--- config.mk ---
export PLATFORM = sky130hd
export DESIGN_NAME = pipe_adc_corrector
export DESIGN_NICKNAME = d
export VERILOG_FILES = /design/src/rtl/adc_corr_pkg.sv /design/src/rtl/rsd_skew_line.sv /design/src/rtl/rsd_sum.sv /design/src/rtl/fill_tracker.sv /design/src/rtl/pipe_adc_corrector.sv
export SDC_FILE = /design/constraint.sdc
export NUM_CORES = 1
export LEC_CHECK = 0
export BUFFER_PORTS_ARGS = -buffer_cell sky130_fd_sc_hd__buf_4
export CAP_MARGIN = 5
export CORE_UTILIZATION = 45
export DETAILED_ROUTE_END_ITERATION = 6
export SLEW_MARGIN = 20
export SYNTH_ARGS = -nofsm -noshare
export SYNTH_HDL_FRONTEND = slang
export SYNTH_HIERARCHICAL = 1
export SYNTH_SLANG_ARGS = --single-unit
--- constraint.sdc ---
create_clock -name clk -period 7.3 [get_ports clk]
set_input_delay 0.365 -clock clk [delete_from_list [all_inputs] [get_ports clk]]
set_output_delay 0.365 -clock clk [all_outputs]
set_load 0.02 [all_outputs]
--- src/rtl/adc_corr_pkg.sv ---
package adc_corr_pkg;

    localparam int unsigned DEF_STAGES  = 8;
    localparam int unsigned DEF_FLASH_W = 2;

    // Redundant stage decision as it arrives from the comparators.
    typedef enum logic [1:0] {
        RSD_MINUS   = 2'b00,
        RSD_ZERO    = 2'b01,
        RSD_PLUS    = 2'b10,
        RSD_ILLEGAL = 2'b11
    } rsd_code_e;

    // What the adder does with one weighted lane.
    typedef enum logic [1:0] {
        ACT_SUB,
        ACT_HOLD,
        ACT_ADD
    } rsd_act_e;

    // Code 11 cannot come from two thermometer comparators; treat it as +1.
    function automatic rsd_act_e rsd_action(rsd_code_e c);
        case (c)
            RSD_MINUS: return ACT_SUB;
            RSD_ZERO:  return ACT_HOLD;
            default:   return ACT_ADD;
        endcase
    endfunction

    // Two stages resolve per clock, so lane pairs share an arrival cycle.
    function automatic int unsigned lane_depth(int unsigned nstg, int unsigned lane);
        return nstg / 2 - lane / 2;
    endfunction

    // Clocks from sample edge to registered word, output latch included.
    function automatic int unsigned fill_latency(int unsigned nstg);
        return nstg / 2 + 1;
    endfunction

endpackage

--- src/rtl/rsd_skew_line.sv ---
module rsd_skew_line #(
    parameter int unsigned W     = 2,
    parameter int unsigned DEPTH = 1
) (
    input  logic         clk,
    input  logic         rst,
    input  logic [W-1:0] din,
    output logic [W-1:0] dout
);

    logic [W-1:0] tap [DEPTH];

    always_ff @(posedge clk) begin
        if (rst) begin
            for (int t = 0; t < DEPTH; t++) tap[t] <= '0;
        end else begin
            tap[0] <= din;
            for (int t = 1; t < DEPTH; t++) tap[t] <= tap[t-1];
        end
    end

    assign dout = tap[DEPTH-1];

endmodule

--- src/rtl/rsd_sum.sv ---
module rsd_sum
    import adc_corr_pkg::*;
#(
    parameter int unsigned NSTG = DEF_STAGES,
    parameter int unsigned FLW  = DEF_FLASH_W
) (
    input  logic [2*NSTG-1:0]      codes,
    input  logic [FLW-1:0]         fl,
    output logic [NSTG+FLW-1:0]    word
);

    localparam int unsigned OUT_W  = NSTG + FLW;
    localparam int unsigned SUM_W  = OUT_W + 2;
    localparam int unsigned FL_OFS = (1 << (FLW - 1)) - 1;
    localparam logic signed [SUM_W-1:0] MID_S = SUM_W'(1 << (OUT_W - 1));
    localparam logic signed [SUM_W-1:0] TOP_S = SUM_W'((1 << OUT_W) - 1);
    localparam logic signed [SUM_W-1:0] FLO_S = SUM_W'(FL_OFS);

    logic signed [SUM_W-1:0] acc;
    logic signed [SUM_W-1:0] wt;
    logic signed [SUM_W-1:0] fl_s;

    always_comb begin
        acc  = MID_S;
        wt   = '0;
        for (int i = 0; i < NSTG; i++) begin
            wt = SUM_W'(1) << (OUT_W - 2 - i);
            case (rsd_action(rsd_code_e'(codes[2*i +: 2])))
                ACT_SUB: acc = acc - wt;
                ACT_ADD: acc = acc + wt;
                default: acc = acc;
            endcase
        end
        fl_s = SUM_W'(fl);
        acc  = acc + fl_s - FLO_S;
        if (acc > TOP_S)
            word = '1;
        else if (acc < 0)
            word = '0;
        else
            word = acc[OUT_W-1:0];
    end

    // Pattern detectors for the guard assertions below.
    logic all_mid, all_pos, all_neg;
    always_comb begin
        all_mid = 1'b1;
        all_pos = 1'b1;
        all_neg = 1'b1;
        for (int i = 0; i < NSTG; i++) begin
            all_mid = all_mid & (codes[2*i +: 2] == 2'b01);
            all_pos = all_pos & codes[2*i+1];
            all_neg = all_neg & (codes[2*i +: 2] == 2'b00);
        end
    end

    // zero digits with a centred flash code land on mid-scale.
    always_comb begin
        if (all_mid && fl == FLW'(FL_OFS))
            p_mid_r5: assert (word == OUT_W'(1 << (OUT_W - 1)))
                else $error("mid-scale word wrong");
    end

    // full positive drive saturates at the top code.
    always_comb begin
        if (all_pos && fl == '1)
            p_sat_hi_r6: assert (word == '1)
                else $error("top clamp missing");
    end

    // full negative drive reaches the floor of the range.
    always_comb begin
        if (all_neg && fl == '0)
            p_floor_r6: assert (word == OUT_W'(1))
                else $error("floor word wrong");
    end

endmodule

--- src/rtl/fill_tracker.sv ---
module fill_tracker #(
    parameter int unsigned LAT = 5
) (
    input  logic clk,
    input  logic rst,
    output logic vld
);

    localparam int unsigned CNT_W = $clog2(LAT + 1);

    logic [CNT_W-1:0] cnt;

    always_ff @(posedge clk) begin
        if (rst) begin
            cnt <= '0;
            vld <= 1'b0;
        end else begin
            if (cnt != CNT_W'(LAT)) cnt <= cnt + 1'b1;
            vld <= (cnt == CNT_W'(LAT));
        end
    end

    // once valid, valid holds until reset.
    p_vld_hold_r8: assert property (@(posedge clk) disable iff (rst) vld |=> vld)
        else $error("valid dropped without reset");

    // the edge right after reset never shows valid data.
    p_quiet_r8: assert property (@(posedge clk) disable iff (rst) $past(rst) |-> !vld)
        else $error("valid high straight after reset");

endmodule

--- src/rtl/pipe_adc_corrector.sv ---
module pipe_adc_corrector
    import adc_corr_pkg::*;
#(
    parameter int unsigned NSTG = DEF_STAGES,
    parameter int unsigned FLW  = DEF_FLASH_W
) (
    input  logic                   clk,
    input  logic                   rst,
    input  logic [2*NSTG-1:0]      stg_code,
    input  logic [FLW-1:0]         fl_code,
    output logic [NSTG+FLW-1:0]    dout,
    output logic                   dout_vld
);

    localparam int unsigned OUT_W = NSTG + FLW;
    localparam int unsigned LAT   = fill_latency(NSTG);

    logic [2*NSTG-1:0] aligned;
    logic [OUT_W-1:0]  word_c;

    // One delay line per stage; earlier stages wait longer.
    for (genvar i = 0; i < NSTG; i++) begin : g_lane
        rsd_skew_line #(
            .W     (2),
            .DEPTH (lane_depth(NSTG, i))
        ) u_line (
            .clk  (clk),
            .rst  (rst),
            .din  (stg_code[2*i +: 2]),
            .dout (aligned[2*i +: 2])
        );
    end

    rsd_sum #(
        .NSTG (NSTG),
        .FLW  (FLW)
    ) u_sum (
        .codes (aligned),
        .fl    (fl_code),
        .word  (word_c)
    );

    always_ff @(posedge clk) begin
        if (rst) dout <= '0;
        else     dout <= word_c;
    end

    fill_tracker #(
        .LAT (LAT)
    ) u_fill (
        .clk (clk),
        .rst (rst),
        .vld (dout_vld)
    );

    // the output register shows its cleared value after reset.
    p_out_clear_r1: assert property (@(posedge clk) disable iff (rst)
        $past(rst) |-> (dout == '0 && !dout_vld))
        else $error("output not cleared by reset");

endmodule

==> metrics, run 1 <==
Die ar.=0.00998 mm²; clk_lat worst skew=310 ps; wirelength, routed=8970 µm; Rel. slew slack=between 50% and 60%; top cells by area, synth=dfxtp_1, ha_1, nor2b_1; Crit Path Category=reg -> reg; number of global-route vias before repair=around 3,200; Placer Congestion=0.814; Vias per Instance=5.07; synthesized area per cell=8.62 µm²; # IOs=31; DP HPWL=6530 µm; Max FO, Critical Path=5; top-count cell post-synth=nor2b_1; syn nets=roughly 580; clock sink total=54; largest family of logic cells by synthesized area=adder cells; top cells by count, synth=nor2b_1, ha_1, dfxtp_1; Slew @ Worst Pin=618 ps; Slew Viols, Final=0; critical path's slowest cell=or4_4; CTS root buf=clkbuf_8; multiplexer area fraction after synthesis=under 10%; Mapped Area=0.00431 mm²; non-filler cells, final=688; Pre-antenna DRT Iters=4; asr flop ratio synth=0%; Placed Instance Area=roughly 0.0047 mm²; CP Launch Type=register; Post-Synth Adder-Cell Area=roughly a fifth; Required @ worst endpoint=7480 ps; Synth Flop Type=dfxtp_1; die width=between 90 and 100 µm; initial antenna violation count=0; Placed Cells=660; final setup fails=0; Synth Warn #=6; routed len/inst=13.0 µm; total congestion overflow=0; Die Y=99.9 µm; Post-Synth XOR/XNOR Area=7.89%; Port Buffers=30; register area share after synthesis=25.1%; area of the core=approximately 0.0092 mm²; share of the synthesized area in the top cell type=25.1%; cell type with the largest total area after synthesis=dfxtp_1; Ant. Diodes=0; Final nets=640; maximum clock insertion buffer count=2; cts hold-fix bufs=0; DRC=0; WP data arrival=7350 ps; #FFs+latches synth=54; Design Area, Final=0.00537 mm²; first-pass GRT wire length=~14,000 µm; share of cells above drive strength 1=26.3%; Hold Vio Cnt, Final=0; Final ANT Viol Nets=0; Clock Skew=6.07 ps; Area Overhead vs Synth=24.6%; status=completed; TritonCTS clock tree=built; drt initial violations=95; Fmax=~140 MHz; Post-Synth Simple-Gate Area=a little under a fifth; Starting Density=a little under half; Rows=35; HP Class=in -> reg; Hold Worst Slack=between 200 and 300 ps; largest net degree at the start of global routing=55; max_cap viols=0; CTS Buf Count=5; clock-pin transition on the worst setup and hold timing paths=100 ps; number of synthesized flops with an enable pin=0; setup tns final=0 ps; cells after synthesis=500; final period utilization=98.2%; minimum clock period=7170 ps; Total Routing Usage GR=17.8%; RSZ-0062 raised after global routing=yes; CP peak stage delay=530 ps; Yosys cell types=59; Synth Area in Compound Gates=17.8%; CTS H-tree depth=2; layout filler cell count=about 800; endpoint class of the critical path=register; routed via count=3,485
## layer usage
layer	track usage, %	vias to the layer above	part of all wire, %
met5	0	-	0
met4	4.64	0	0.89
met3	2.86	6	4.1
met2	31.0	47	48
met1	22.7	1603	47
li1	-	1829	-
## logic make-up (layout without fill, tap and decap cells)
family / Yosys count / after routing
buf+inv: 55 / 114
mux: 24 / 24
xor+xnor: 38 / 38
simple gates: 150 / 150
fa+ha+maj: 62 / 62
compound gates: 117 / 117
flops: 54 / 54
## flip-flops by register name (all words and copies together), names as in the netlist
signal,count
u_fill/vld,1
g_lane.u_line/tap,40
dout,10
u_fill/cnt,3
## metrics by stage
stage          utilization [%]  worst slack, ps
4_1_cts                   53.9             32.4
5_1_grt                   58.2             -184
3_5_place_dp              51.2             -223
3_3_place_gp              51.2            -38.7
2_1_floorplan                -              222
6_report                  58.2              131
## worst paths after layout
path,slack [ps],start,endpoint,cells past startpoint
worst min register to register,440,g_lane[1].u_line/tap[2][0],g_lane[1].u_line/tap[3][0],1
worst min-delay path,260,stg_code[1],g_lane[0].u_line/tap[0][1],2
worst max register to register,130,g_lane[0].u_line/tap[3][0],dout[0],35
worst max-delay path,130,g_lane[0].u_line/tap[3][0],dout[0],35
## cells in the final DEF, fill, tap and decap left out, types with 4 or more instances in the layout
master    count
ha_1         40
inv_1        35
xnor2_2       4
mux2_2        9
clkbuf_8      5
o21ai_1       7
dfxtp_1      50
nor3_1        6
a21o_1        9
mux2i_1      10
a21oi_2       4
nor2_1       31
xnor2_1      22
o21bai_1      5
o21a_1        8
mux2_4        4
nand2b_1      4
a21oi_1      36
nand2_1      27
xor2_1       11
nor2b_1      58
buf_4        65
nand3_1       7
o21ai_0      13
ha_4         15
fa_1          7
## critical path: cells and delay by family, from the launching register on
family                   cells  cell delay (ps)
AND/OR/NAND/NOR              5             1000
AO/OA/AOI/OAI               10             1570
buffers and inverters        2              240
multiplexers                 2              590
adder cells (fa/ha/maj)      7             1980
XOR/XNOR                     9             1290
flip-flops                   1              360
## repair_timing
action / CTS / global route
cloned: 0 / 1
pin swaps: 12 / 30
gates resized for setup: 16 / 50
setup buffers: 6 / 13
endpoints found under the setup margin: 10 / 10
## area by class of cell
type	instances	area (µm²)	area share, %
Clock buffer	5	68.8	1.28
Tap cell	129	161	3.00
Multi-Input combinational cell	391	3360	62.5
Inverter	40	150	2.79
Timing Repair Buffer	66	499	9.29
Clock inverter	3	47.5	0.885
Sequential cell	54	1090	20.3
Power of run 1 is not shown: default switching activity piles up to over one toggle a cycle in this logic, so the estimate is an artifact.
==> run 2, diff against run 1 <==
--- a/config.mk
+++ b/config.mk
@@ -5,6 +5,7 @@
 export SDC_FILE = /design/constraint.sdc
 export NUM_CORES = 1
 export LEC_CHECK = 0
+export ABC_AREA = 1
 export BUFFER_PORTS_ARGS = -buffer_cell sky130_fd_sc_hd__buf_4
 export CAP_MARGIN = 5
 export CORE_UTILIZATION = 45
==> run 2 against run 1 <==
  * Worst setup slack improved by 270 ps
  * Critical path depth rose by 6
  * Utilization fell by 4.2 points
  * First-iteration DRC count rose by 59%
  * Highest routed layer unchanged
  * Synthesized area rose by 7.8%
  * Register-to-register slack improved by 270 ps
  * Non-clock buffer count fell by 23
  * Clock-buffer cell count did not move
  * Cell count rose by 24%
  * Via count rose by 18%
  * Cell area fell by 0.58%
==> metrics, run 2 <==
status=completed; Placed Instance Area=0.00496 mm² (+4.9%); commonest cells after routing, fill and taps aside=inv_1, nand2_1, nor2_1, dfxtp_1, a21oi_1; Yosys cell types=39 (-34%); clk_lat worst skew=300 ps (about the same); wl on met1=4640 µm (+9.6%); Max FO, Critical Path=6 (+1); clock-pin transition on the worst setup and hold timing paths=90 ps (about the same); top cells by count, synth=inv_1, nand2_1, nor2_1; final setup fails=0 (unchanged); Crit Path Category=reg -> reg; initial antenna violation count=0 (unchanged); Placer Congestion=0.866 (+6.5%); CTS H-tree depth=2 (unchanged); CP Launch Type=register; Area Overhead vs Synth=15.0%; routed len/inst=11.1 µm (-15%); CTS root buf=clkbuf_8; maximum clock insertion buffer count=2 (unchanged); largest family of logic cells by synthesized area=simple AND/OR/NAND/NOR gates; Vias per Instance=4.81 (-5.0%); CTS Buf Count=5 (unchanged); asr flop ratio synth=0% (unchanged); FF/Latch Area=0.00108 mm² (-0.46%); hold path start=stg_code[0]; wirelength, routed=9480 µm (+5.7%); Slew @ Worst Pin=620 ps (+1.83 ps); number of synthesized flops with an enable pin=0 (unchanged); top cells by area, synth=dfxtp_1, ha_1, inv_1; share of the synthesized area in the top cell type=23.3% (-1.8 points); Synth Warn #=6 (unchanged); Post-Synth Simple-Gate Area=25.1% (+6.7 points); minimum clock period=6900 ps (-268 ps); Die ar.=0.0107 mm² (+7.6%); Post-Synth XOR/XNOR Area=5.25% (-2.6 points); Clock Skew=8.62 ps (+2.55 ps); most common cell after layout, fill and taps aside=inv_1; first-pass GRT wire length=15,800 µm (+9.3%); met2 wire length=4480 µm (+4.3%); total congestion overflow=0 (unchanged); R2R setup slack=400 ps (+270 ps); drt initial violations=151 (+59%); #FFs+latches synth=54 (unchanged); cell type with the largest total area after synthesis=dfxtp_1; number of global-route vias before repair=3,680 (+14%); CP peak stage delay=480 ps (-50 ps); CP most frequent cell=o21ai_2; WP data arrival=7070 ps (-280 ps); critical path's slowest cell=fa_1; area of the multi-input gates=0.00312 mm² (-7.2%); syn nets=766 (+32%); die width=104 µm (+3.7%); Ant. Diodes=0 (unchanged); Rel. slew slack=58.2% (-0.46 points); Starting Density=46.9% (+0.23 points); endpoint class of the critical path=register; cts hold-fix bufs=0 (unchanged); Required @ worst endpoint=7470 ps (about the same); Worst R2R Start=g_lane[2].u_line/tap[0][5]; TritonCTS clock tree=built; register area share after synthesis=23.3% (-1.8 points); Pre-antenna DRT Iters=4 (unchanged); largest register by flop count=g_lane.u_line/tap; Design Area, Final=0.00534 mm² (-0.58%); max reg flops=40 (unchanged); Final nets=801 (+25%); synthesized area per cell=6.79 µm² (-21%); final period utilization=94.5% (-3.7 points); Post-Synth Adder-Cell Area=17.8% (-1.4 points); Total Routing Usage GR=17.3% (-0.47 points); # IOs=31 (unchanged); Rows=36 (+2.9%); Slew Viols, Final=0 (unchanged); top-count cell post-synth=inv_1; Fmax=145 MHz (+3.9%); share of cells above drive strength 1=18.5% (-7.8 points); Synth Flop Type=dfxtp_1; Top Metal Used=met4; cells after synthesis=684 (+37%); Mapped Area=0.00465 mm² (+7.8%); DRC=0 (unchanged); Hold Vio Cnt, Final=0 (unchanged); largest net degree at the start of global routing=54 (-1.8%); multiplexer area fraction after synthesis=0% (-6.1 points); largest registers=g_lane.u_line/tap x40, dout x10, u_fill/cnt x3; area of the core=0.00991 mm² (+7.2%); routed via count=4,101 (+18%); routed wl met3=338 µm (-7.4%); Final ANT Viol Nets=0 (unchanged); Place WS=-180 ps (+42.9 ps); clock sink total=54 (unchanged); final setup margin=399 ps (+268 ps); Synth Area in Compound Gates=13.8% (-4.0 points); max_cap viols=0 (unchanged); Die Y=104 µm (+3.7%); layout filler cell count=976 (+22%); DP HPWL=7350 µm (+13%); HP Class=in -> reg; worst setup path startpoint=g_lane[2].u_line/tap[0][5]; Port Buffers=30 (unchanged)
[run 2: cell types whose count changed after synthesis, sizes merged, moves of 8 or more]
cell	delta
o21ai	+22
xor2	+8
nor2b	-60
a21o	-8
nand3	+18
mux2	-13
inv	+114
nand2	+113
nor2	+39
xnor2	-19
o21a	-8
mux2i	-11
nand4	+12
[run 2: area by class of cell]
cell class,instances,share of cell area (%)
clock inverters,2,0.187
inverters,152,10.8
multi-input cells,463,58.3
repair buffers,43,6.04
well taps,133,3.11
flip-flops and latches,54,20.3
clock buffers,5,1.29
[run 2: cells by family after synthesis]
family                   count (synthesis)
AND/OR/NAND/NOR                        264
XOR/XNOR                                27
AO/OA/AOI/OAI                          109
adder cells (fa/ha/maj)                 62
buffers and inverters                  168
flip-flops                              54
[run 2: worst paths after layout]
| check | endpoint | cells past startpoint |
|---|---|---|
| worst max-delay path | dout[2] | 41 |
| worst min-delay path | g_lane[0].u_line/tap[0][0] | 3 |
| worst max register to register | dout[2] | 41 |
| worst min register to register | g_lane[2].u_line/tap[0][5] | 2 |
[run 2: per-layer routing]
layer	up-vias	GRT usage [%]
met5	-	0
met4	0	2.07
met3	2	2.83
met2	63	30.2
met1	1826	22.8
li1	2210	-
[run 2: stage by stage]
stage / hold slack [ps] / cells / TNS (ps) / util (%)
2_1_floorplan: 388 / 684 / 0 / -
3_3_place_gp: 389 / 836 / -20.7 / 50.1
3_5_place_dp: 393 / 836 / -1650 / 50.1
4_1_cts: 252 / 843 / 0 / 51.0
5_1_grt: 268 / 852 / -574 / 53.9
6_report: 263 / 852 / 0 / 53.9
[run 2: what timing repair did]
| action | in CTS | in global routing |
|---|---|---|
| gates cloned | 0 | 1 |
| pin swaps | 2 | 25 |
| setup endpoints to repair | 10 | 10 |
| resized for setup | 5 | 36 |
| setup buffers | 0 | 8 |
[run 2: critical path: cells and delay by family, from the launching register on]
kind                       cells  cell delay, ps
AOI/OAI and AO/OA             11            1370
xor gates and xnor gates       5             880
adders and majority gates      8            2440
buffers and inverters          7             490
DFF                            1             360
and+or+nand+nor               10            1210
Power of run 2 is left out for the same reason.
